==> config.mk <==
export PLATFORM = sky130hd
export DESIGN_NAME = stable_match_sched
export DESIGN_NICKNAME = d
export VERILOG_FILES = /design/src/rtl/sms_pkg.sv /design/src/rtl/sms_pref_table.sv /design/src/rtl/sms_free_pick.sv /design/src/rtl/sms_engine.sv /design/src/rtl/stable_match_sched.sv
export SDC_FILE = /design/constraint.sdc
export NUM_CORES = 1
export LEC_CHECK = 0
export BUFFER_PORTS_ARGS = -buffer_cell sky130_fd_sc_hd__buf_2
export CAP_MARGIN = 20
export CORE_ASPECT_RATIO = 1.2
export CORE_UTILIZATION = 35
export CTS_BUF_LIST = sky130_fd_sc_hd__clkbuf_16
export DETAILED_ROUTE_END_ITERATION = 12
export GPL_TIMING_DRIVEN = 0
export SETUP_SLACK_MARGIN = 0.1
export SYNTH_ARGS = -nofsm -noshare
export SYNTH_HDL_FRONTEND = slang
export SYNTH_SLANG_ARGS = --single-unit
==> constraint.sdc <==
create_clock -name clk -period 4.35 [get_ports clk]
set_input_delay 0.87 -clock clk [delete_from_list [all_inputs] [get_ports clk]]
set_output_delay 0.87 -clock clk [all_outputs]
set_load 0.01 [all_outputs]
==> src/rtl/sms_pkg.sv <==
package sms_pkg;
  localparam int unsigned SMS_DEF_PORTS = 4;
  localparam int unsigned SMS_PROP_RD   = 1;
  localparam int unsigned SMS_ACC_RD    = 2;
endpackage

==> src/rtl/sms_pref_table.sv <==
module sms_pref_table #(
  parameter int unsigned N   = 4,
  parameter int unsigned NRD = 1
) (
  input  logic                     clk,
  input  logic                     we,
  input  logic [2*$clog2(N)-1:0]   waddr,
  input  logic [$clog2(N)-1:0]     wdata,
  input  logic [NRD*2*$clog2(N)-1:0] raddr,
  output logic [NRD*$clog2(N)-1:0] rdata
);
  localparam int unsigned IW    = $clog2(N);
  localparam int unsigned AW    = 2 * IW;
  localparam int unsigned DEPTH = 1 << AW;

  logic [IW-1:0] mem [DEPTH];

  always_ff @(posedge clk) begin
    if (we) mem[waddr] <= wdata;
  end

  for (genvar g = 0; g < NRD; g++) begin : g_rd
    assign rdata[g*IW +: IW] = mem[raddr[g*AW +: AW]];
  end
endmodule

==> src/rtl/sms_free_pick.sv <==
module sms_free_pick #(
  parameter int unsigned N = 4
) (
  input  logic [N-1:0]         req,
  output logic                 any,
  output logic [$clog2(N)-1:0] idx
);
  localparam int unsigned IW = $clog2(N);

  always_comb begin
    any = |req;
    idx = '0;
    for (int i = N - 1; i >= 0; i--) begin
      if (req[i]) idx = IW'(i);
    end
  end

  always_comb begin
    if (any) assert_pick_valid_R4: assert (req[idx]);
  end
endmodule

==> src/rtl/sms_engine.sv <==
module sms_engine #(
  parameter int unsigned N = 4
) (
  input  logic                   clk,
  input  logic                   rst,
  input  logic                   start,
  input  logic [$clog2(N)-1:0]   choice,
  input  logic [2*$clog2(N)-1:0] ranks,
  output logic [2*$clog2(N)-1:0] prop_raddr,
  output logic [4*$clog2(N)-1:0] acc_raddr,
  output logic                   busy,
  output logic                   done,
  output logic [N*$clog2(N)-1:0] match
);
  localparam int unsigned IW = $clog2(N);
  localparam int unsigned CW = $clog2(N*N + 1);

  logic          run_q, done_q;
  logic [N-1:0]  p_free, a_free;
  logic [IW-1:0] p_ptr  [N];
  logic [IW-1:0] p_mate [N];
  logic [IW-1:0] a_mate [N];
  logic [N*IW-1:0] match_q;
  logic [CW-1:0] cnt;

  logic          any_free;
  logic [IW-1:0] sel, tgt, rank_new, rank_cur;
  logic          accept;

  sms_free_pick #(.N(N)) u_pick (.req(p_free), .any(any_free), .idx(sel));

  assign tgt        = choice;
  assign rank_new   = ranks[0 +: IW];
  assign rank_cur   = ranks[IW +: IW];
  assign prop_raddr = {sel, p_ptr[sel]};
  assign acc_raddr  = {tgt, a_mate[tgt], tgt, sel};
  assign accept     = a_free[tgt] || (rank_new < rank_cur);

  always_ff @(posedge clk) begin
    if (rst) begin
      run_q   <= 1'b0;
      done_q  <= 1'b0;
      match_q <= '0;
      p_free  <= '0;
      a_free  <= '0;
      cnt     <= '0;
      for (int i = 0; i < N; i++) begin
        p_ptr[i]  <= '0;
        p_mate[i] <= '0;
        a_mate[i] <= '0;
      end
    end else if (start) begin
      run_q  <= 1'b1;
      done_q <= 1'b0;
      p_free <= '1;
      a_free <= '1;
      cnt    <= '0;
      for (int i = 0; i < N; i++) p_ptr[i] <= '0;
    end else if (run_q) begin
      if (any_free) begin
        p_ptr[sel] <= p_ptr[sel] + 1'b1;
        cnt        <= cnt + 1'b1;
        if (accept) begin
          p_free[sel] <= 1'b0;
          p_mate[sel] <= tgt;
          a_free[tgt] <= 1'b0;
          a_mate[tgt] <= sel;
          if (!a_free[tgt]) p_free[a_mate[tgt]] <= 1'b1;
        end
      end else begin
        run_q  <= 1'b0;
        done_q <= 1'b1;
        for (int i = 0; i < N; i++) match_q[i*IW +: IW] <= p_mate[i];
      end
    end
  end

  assign busy  = run_q;
  assign done  = done_q;
  assign match = match_q;

  logic [N-1:0] acc_hit;
  always_comb begin
    acc_hit = '0;
    for (int i = 0; i < N; i++) acc_hit[match_q[i*IW +: IW]] = 1'b1;
  end

  assert_done_hold_R7: assert property (@(posedge clk) disable iff (rst)
    (done_q && !start) |=> (done_q && $stable(match_q)));
  assert_start_clears_R9: assert property (@(posedge clk) disable iff (rst)
    start |=> (run_q && !done_q));
  assert_offer_bound_R6: assert property (@(posedge clk) disable iff (rst)
    run_q |-> (cnt <= CW'(N*N)));
  assert_finish_R6: assert property (@(posedge clk) disable iff (rst)
    (run_q && !any_free && !start) |=> done_q);
  assert_one_to_one_R5: assert property (@(posedge clk) disable iff (rst)
    done_q |-> ($countones(acc_hit) == N));
  assert_free_balance_R4: assert property (@(posedge clk) disable iff (rst)
    run_q |-> ($countones(p_free) == $countones(a_free)));
endmodule

==> src/rtl/stable_match_sched.sv <==
module stable_match_sched #(
  parameter int unsigned N = sms_pkg::SMS_DEF_PORTS
) (
  input  logic                   clk,
  input  logic                   rst,
  input  logic                   cfg_we,
  input  logic                   cfg_side,
  input  logic [$clog2(N)-1:0]   cfg_port,
  input  logic [$clog2(N)-1:0]   cfg_pos,
  input  logic [$clog2(N)-1:0]   cfg_val,
  input  logic                   start,
  output logic                   busy,
  output logic                   done,
  output logic [N*$clog2(N)-1:0] match
);
  localparam int unsigned IW = $clog2(N);
  localparam int unsigned AW = 2 * IW;

  logic          we_prop, we_acc;
  logic [AW-1:0] waddr;
  logic [AW-1:0] prop_raddr;
  logic [2*AW-1:0] acc_raddr;
  logic [IW-1:0] choice;
  logic [2*IW-1:0] ranks;

  assign we_prop = cfg_we && !busy && !cfg_side;
  assign we_acc  = cfg_we && !busy &&  cfg_side;
  assign waddr   = {cfg_port, cfg_pos};

  sms_pref_table #(.N(N), .NRD(sms_pkg::SMS_PROP_RD)) u_prop_tab (
    .clk(clk), .we(we_prop), .waddr(waddr), .wdata(cfg_val),
    .raddr(prop_raddr), .rdata(choice));

  sms_pref_table #(.N(N), .NRD(sms_pkg::SMS_ACC_RD)) u_acc_tab (
    .clk(clk), .we(we_acc), .waddr(waddr), .wdata(cfg_val),
    .raddr(acc_raddr), .rdata(ranks));

  sms_engine #(.N(N)) u_engine (
    .clk(clk), .rst(rst), .start(start),
    .choice(choice), .ranks(ranks),
    .prop_raddr(prop_raddr), .acc_raddr(acc_raddr),
    .busy(busy), .done(done), .match(match));

  assert_write_blocked_R8: assert property (@(posedge clk) disable iff (rst)
    busy |-> !(we_prop || we_acc));
endmodule

==> flow_summary_export.csv, run 1 <==
group,metric,value,unit
worst_hold_path,worstHoldPathType,"register to register",
timing,setup_violations,40,
detailed_routing,postRouteAntennaNets,0,
synthesis,synth_compound_area_share,13.4,%
detailed_routing,drt_iter0_drc,240,
detailed_routing,first_pass_iters,5,
detailed_routing,wire_per_inst,19.0,um
global_routing,grt_max_degree,33,
timing,rsz0062_at_grt,"true",
timing,finalCritPeriodShare,108,%
synthesis,ys_seq_area_share,57.7,%
clock_network,cts_sinks,106,
synthesis,synth-seq-cells,106,
final_layout,final_common_cell,"edfxtp_1",
global_routing,first_global_vias,3866,
die,die_h,136,um
placed_design,routabilityCongestion,0.807,
synthesis,synth_top_family_by_area,"simple AND/OR/NAND/NOR gates",
worst_setup_path,critPathBufInv,3,
timing,fin_skew,0.00983,ns
global_routing,grt_usage,17.6,%
global_routing,grt_overflow,0,
clock_network,clk_pin_slew_worst_paths,0.07,ns
detailed_routing,via_per_inst,5.55,
timing,drv_slew,0,
outcome,outcome,"complete, but fails checks",
synthesis,synth-simple-area-share,16.2,%
worst_setup_path,cp_max_fo,5,
worst_hold_path,hp-start,"u_engine.done$_SDFFE_PP0P_",
synthesis,synth_edf_count,88,
detailed_routing,num_vias,3863,
die,core,14500,um^2
synthesis,netlist_area,5200,um^2
placed_design,place_ws,-0.666,ns
die,die_w,113,um
synthesis,ys_warn_count,0,
synthesis,synth_top_flop_cell,"edfxtp_1",
timing,period_minus_slack,4.68,ns
clock_network,clkLatencyLatePin,0.35,ns
placed_design,dp_hpwl,9300,um
final_layout,drive_gt1_share,28.0,%
worst_setup_path,critPathSlowestCell,"mux4_2",
worst_hold_path,hold_end,"u_engine.done$_SDFFE_PP0P_",
synthesis,syn_inst,431,
detailed_routing,drt-total-wl,13300,um
worst_setup_path,rr_endpoint,"u_engine.a_mate[0][1]$_SDFFCE_PN0P_",
worst_setup_path,critPathTopFamily,"compound AO/OA/AOI/OAI gates",
timing,tightest_slew,0.951,ns
worst_setup_path,reg2regPathDepth,18,
worst_hold_path,holdPathStages,2,
die,ios,21,
clock_network,htreeDepth,3,
global_routing,grt_pass1_wl,20600,um
worst_setup_path,worstSetupEndpointType,"register",
clock_network,hold_buffers,0,
final_layout,fin_nets,504,
worst_setup_path,crit_chain,"buf_6 -> or4_4 -> o221a_4 -> buf_4 -> a21boi_1 -> a2111oi_4 -> a31oi_2 -> o211a_4 -> mux2i_4 -> mux4_2 -> a22o_1 -> nor3_2 -> ha_2 -> nor2_4 -> or2_4 -> nor2_4 -> buf_6 -> o31ai_4",
flow_run,maxCapViolations,0,
final_layout,syn_to_final_growth,20.9,%
final_layout,n_fill_cell,1332,
placed_design,portBuffers,18,
die,rows,48,
final_layout,diodes,0,
final_layout,mostFrequentLayoutCells,"edfxtp_1, nor2_1, buf_4",
synthesis,synth-async-reset-ratio,0,%
synthesis,ys_types,74,
worst_setup_path,crit-reg2reg-launch,"u_engine.p_free[1]$_SDFFE_PP0P_",
clock_network,cts_tree,"yes",
timing,max_freq,214,MHz
clock_network,clk_path_buf_depth,2,
worst_setup_path,path_class,"register to register",
synthesis,synth-adder-area-share,0.240,%
worst_setup_path,critPathLaunchType,"register",
clock_network,clock-root-buffer,"clkbuf_16",
synthesis,yosys-mux-area-fraction,9.18,%
clock_network,cts_buffers,9,
synthesis,synth_nets,443,
timing,worst_slack,-0.334,ns
worst_setup_path,critPathRequiredTime,4.39,ns
outcome,violations,"setup timing",
timing,worst_slew_margin_rel,35.9,%
synthesis,synth_xor_area_share,0.168,%
worst_setup_path,crit_path_max_incr_delay,0.55,ns
worst_setup_path,crit_arrival,4.73,ns
global_routing,antenna_found_initial,0,
die,fp.dieArea,15400,um^2
timing,tns,-8.31,ns
die,start_util,36.0,%
synthesis,syn_area_per_cell,12.1,um^2
detailed_routing,drc,0,
worst_setup_path,reg2reg_setup_slack,-0.33,ns
timing,finalHoldViolCount,0,
sequential cells by signal (all words and copies together) (netlist names):
register	cells
u_acc_tab.mem	32
u_engine.a_mate	8
u_engine.p_free	4
u_engine.done	1
match	8
u_engine.busy	1
u_engine.p_ptr	8
u_engine.p_mate	8
u_prop_tab.mem	32
u_engine.a_free	4
worst max path at each step:
stage	start	endpoint	slack, ns	cells after the start
detailed placement	u_engine.p_free[1]$_SDFFE_PP0P_	u_engine.p_mate[3][1]$_DFFE_PP_	-0.67	19
finish	u_engine.p_free[1]$_SDFFE_PP0P_	u_engine.a_mate[0][1]$_SDFFCE_PN0P_	-0.33	18
global route	u_engine.p_free[1]$_SDFFE_PP0P_	u_engine.a_mate[0][0]$_SDFFCE_PN0P_	-0.46	20
global placement	u_engine.p_free[0]$_SDFFE_PP0P_	u_engine.p_mate[3][0]$_DFFE_PP_	-0.64	19
floorplan	u_engine.p_free[1]$_SDFFE_PP0P_	u_engine.a_mate[3][0]$_DFFE_PP_	-0.01	17
CTS	u_engine.p_free[1]$_SDFFE_PP0P_	u_engine.a_mate[0][1]$_SDFFCE_PN0P_	-0.33	18
logic make-up after synthesis:
logic type | Yosys count
adder cells (fa/ha/maj) | 1
multiplexers | 33
flip-flops | 106
AO/OA/AOI/OAI | 86
XOR/XNOR | 1
AND/OR/NAND/NOR | 175
buffers and inverters | 29
metrics by stage:
stage / hold WS, ns / cell area (um^2) / std cells / util (%)
6_report: 0.468 / 6290 / 696 / 43.5
5_1_grt: 0.517 / 6290 / 696 / 43.5
4_1_cts: 0.475 / 6060 / 682 / 41.9
3_5_place_dp: 0.464 / 5580 / 649 / 38.6
3_3_place_gp: 0.444 / 5580 / 649 / 38.6
2_1_floorplan: 0.456 / 5240 / 431 / -
area by class of cell:
type	instances	area [um^2]	area share [%]
Buffer	23	165	2.62
Clock buffer	9	225	3.58
Clock inverter	6	66.3	1.05
Inverter	6	22.5	0.358
Multi-Input combinational cell	296	2220	35.3
Sequential cell	106	3010	47.8
Tap cell	200	250	3.98
Timing Repair Buffer	50	339	5.39
per-layer routing:
| layer | up-vias | part of all wire, % | global-route usage, % |
|---|---|---|---|
| met5 | - | 0 | 0 |
| met4 | 0 | 3.6 | 8.85 |
| met3 | 35 | 3.9 | 3.22 |
| met2 | 141 | 50 | 29.4 |
| met1 | 1909 | 43 | 21.9 |
| li1 | 1778 | - | - |
worst register-to-register path, cell delays in order (launching register included):
cell	delay (ns)
dfxtp_1	0.31
buf_6	0.13
or4_4	0.53
o221a_4	0.16
buf_4	0.15
a21boi_1	0.21
a2111oi_4	0.06
a31oi_2	0.25
o211a_4	0.27
mux2i_4	0.36
mux4_2	0.55
a22o_1	0.24
nor3_2	0.11
ha_2	0.31
nor2_4	0.14
or2_4	0.16
nor2_4	0.04
buf_6	0.13
o31ai_4	0.26
timing repair:
| item | 4_1_cts | 5_1_grt |
|---|---|---|
| gates cloned | 0 | 1 |
| setup endpoints to repair | 40 | 40 |
| buffers inserted | 18 | 13 |
| pin swaps | 18 | 22 |
| gates resized for setup | 13 | 36 |
synth_stat cells, types with 3 or more instances:
cell       number  area share [%]
nor3_1         23             2.2
nor4_1         11             1.3
nand2b_1        8            0.96
nand2_1        25             1.8
nand3_1         7            0.67
a211oi_1        5            0.72
dfxtp_1        18             6.9
a21oi_1         7            0.67
o22a_1          4            0.67
a21boi_0        3            0.43
mux2i_1        20             3.8
clkbuf_1       12            0.87
mux4_2          7             3.0
nor3b_1         3            0.43
inv_1           6            0.43
buf_2           4            0.38
and2_1          3            0.36
o22ai_1         5            0.60
o21ai_1         7            0.67
buf_6           5             1.1
nand3b_1        3            0.43
nor2b_1         9             1.1
o21ai_0        11             1.1
o2111ai_1       4            0.67
nor2_1         71             5.1
edfxtp_1       88              51
Power of run 1 is left out: the tool's default activity adds up to more than one toggle a clock period on the data nets, which glitch-free logic cannot reach.
==> run 2, diff against run 1 <==
--- a/config.mk
+++ b/config.mk
@@ -8,11 +8,14 @@
 export BUFFER_PORTS_ARGS = -buffer_cell sky130_fd_sc_hd__buf_2
 export CAP_MARGIN = 20
 export CORE_ASPECT_RATIO = 1.2
+export CORE_MARGIN = 10
 export CORE_UTILIZATION = 35
 export CTS_BUF_LIST = sky130_fd_sc_hd__clkbuf_16
 export DETAILED_ROUTE_END_ITERATION = 12
 export GPL_TIMING_DRIVEN = 0
+export PLACE_DENSITY = 0.55
 export SETUP_SLACK_MARGIN = 0.1
 export SYNTH_ARGS = -nofsm -noshare
 export SYNTH_HDL_FRONTEND = slang
 export SYNTH_SLANG_ARGS = --single-unit
+export TNS_END_PERCENT = 10
==> run 2 against run 1 <==
Net effect: the run still ends with setup timing left; sequential cell count stayed put; worst setup slack worse by 0.035 ns; clock skew is 0.0014 ns lower; critical path depth stayed put; wire length is 3.7% lower; hold slack worse by 0.014 ns; count of clock-buffer cells in the layout stayed put; sequential share of layout area is 2.0 points higher; final cell count is 2.3% lower; utilization is 1.8 points lower; global-route usage is 4.8 points lower; register-to-register slack worse by 0.03 ns; critical path type unchanged.
==> flow_summary_export.csv, run 2 (same netlist as run 1, synthesis figures left out) <==
group,metric,value,unit
timing,finalHoldViolCount,0,
placed_design,dp_cells,649,
worst_setup_path,path_class,"register to register",
final_layout,diodes,0,
worst_setup_path,critPathLaunchType,"register",
worst_hold_path,worstHoldPathType,"register to register",
detailed_routing,drt-total-wl,12800,um
detailed_routing,postRouteAntennaNets,0,
timing,worst_slew_margin_rel,45.6,%
final_layout,drive_gt1_share,21.7,%
worst_setup_path,cp_max_fo,10,
final_layout,mostFrequentLayoutCells,"edfxtp_1, nor2_1, nand2_1",
die,core,14500,um^2
detailed_routing,drc,0,
power,ir_worst_vdd,0.550,mV
placed_design,place_ws,-0.702,ns
placed_design,routabilityCongestion,0.838,
outcome,violations,"setup timing",
global_routing,antenna_found_initial,0,
final_layout,fin_nets,487,
final_layout,n_fill_cell,1410,
clock_network,clk_pin_slew_worst_paths,0.07,ns
global_routing,first_global_vias,3705,
timing,tightest_slew,0.813,ns
placed_design,dp_hpwl,9400,um
placed_design,portBuffers,18,
final_layout,layoutNonFillerInstCount,680,
timing,whs,0.454,ns
timing,max_freq,212,MHz
timing,rsz0062_at_grt,"true",
timing,fin_skew,0.00840,ns
power,p_total,5.10,mW
die,start_util,36.0,%
final_layout,reg_top3,"u_acc_tab.mem: 32 flops, u_prop_tab.mem: 32 flops",
global_routing,grt_max_degree,33,
detailed_routing,via_per_inst,5.36,
die,die_h,154,um
die,fp.dieArea,20200,um^2
final_layout,final_common_cell,"edfxtp_1",
power,power_density,845,nW/um^2
final_layout,multiInputGateArea,2150,um^2
clock_network,clk_path_buf_depth,2,
flow_run,maxCapViolations,0,
timing,period_minus_slack,4.72,ns
clock_network,hold_buffers,0,
global_routing,grt_usage,12.8,%
timing,worst_slack,-0.368,ns
power,p_leak,2.00,nW
timing,drv_slew,0,
clock_network,cts_tree,"yes",
die,ios,21,
global_routing,grt_overflow,0,
final_layout,seq_area,3000,um^2
outcome,outcome,"complete, but fails checks",
timing,setup_violations,40,
detailed_routing,drt_iter0_drc,205,
worst_setup_path,crit_arrival,4.76,ns
die,rows,48,
timing,finalCritPeriodShare,108,%
clock_network,cts_buffers,9,
worst_setup_path,worstSetupEndpointType,"register",
worst_setup_path,critPathRequiredTime,4.39,ns
detailed_routing,first_pass_iters,4,
final_layout,syn_to_final_growth,16.0,%
clock_network,cts_sinks,106,
die,die_w,131,um
global_routing,grt_pass1_wl,20600,um
detailed_routing,wire_per_inst,18.8,um
clock_network,clkLatencyLatePin,0.35,ns
clock_network,clock-root-buffer,"clkbuf_16",
detailed_routing,num_vias,3645,
clock_network,htreeDepth,3,
-- run 2: layout make-up --
class	instances	share of cell area [%]
tap	200	4.14
buffer	23	2.45
inverter	6	0.373
sequential	106	49.7
multi-input combinational	296	35.5
clock inverter	7	0.684
clock buffer	9	3.73
timing repair buffer	33	3.36
-- run 2: layer usage --
metal / wire length [um] / GRT usage (%)
met1: 5800 / 16.8
met2: 6140 / 20.2
met3: 555 / 2.18
met4: 268 / 5.73
met5: 0 / 0
-- run 2: metrics by stage --
stage          utilization (%)  TNS, ns  instance area, um^2
2_1_floorplan                -  -0.0427                 5240
4_1_cts                   40.9    -8.75                 5930
6_report                  41.7   -11.63                 6040
5_1_grt                   41.7   -17.31                 6040
3_3_place_gp              38.5   -18.94                 5580
3_5_place_dp              38.5   -19.60                 5580
-- run 2: power by group --
group	switching, mW	total (mW)	internal, mW
sequential	0.0426	1.20	1.16
clock	0.370	0.757	0.387
combinational	1.83	3.15	1.32
-- run 2: what timing repair did --
item | CTS | global route
setup endpoints to repair | 40 | 40
buffers inserted | 8 | 7
resized for setup | 7 | 12
pin swaps | 11 | 13
-- run 2: path summary, 6_finish.rpt --
path	slack [ns]	startpoint	endpoint	depth (start not counted)
worst max-delay path	-0.37	u_engine.p_free[1]$_SDFFE_PP0P_	u_engine.a_mate[0][1]$_SDFFCE_PN0P_	18
worst max register to register	-0.37	u_engine.p_free[1]$_SDFFE_PP0P_	u_engine.a_mate[0][1]$_SDFFCE_PN0P_	18
worst min-delay path	0.45	u_engine.done$_SDFFE_PP0P_	u_engine.done$_SDFFE_PP0P_	2
worst min register to register	0.45	u_engine.done$_SDFFE_PP0P_	u_engine.done$_SDFFE_PP0P_	2
-- run 2: critical path, cell delays in order, from the launching register on --
cell	delay (ns)
dfxtp_1	0.31
buf_6	0.13
or4_4	0.54
o221ai_4	0.11
nor2_4	0.07
buf_4	0.16
mux2i_2	0.17
a221oi_4	0.36
o211a_4	0.27
mux2i_4	0.36
mux4_2	0.55
a22o_1	0.23
nor3_2	0.17
ha_1	0.28
nor2_4	0.14
or2_4	0.15
nor2_2	0.04
buf_6	0.15
o31ai_4	0.20
(Power assumes the default switching activity.)
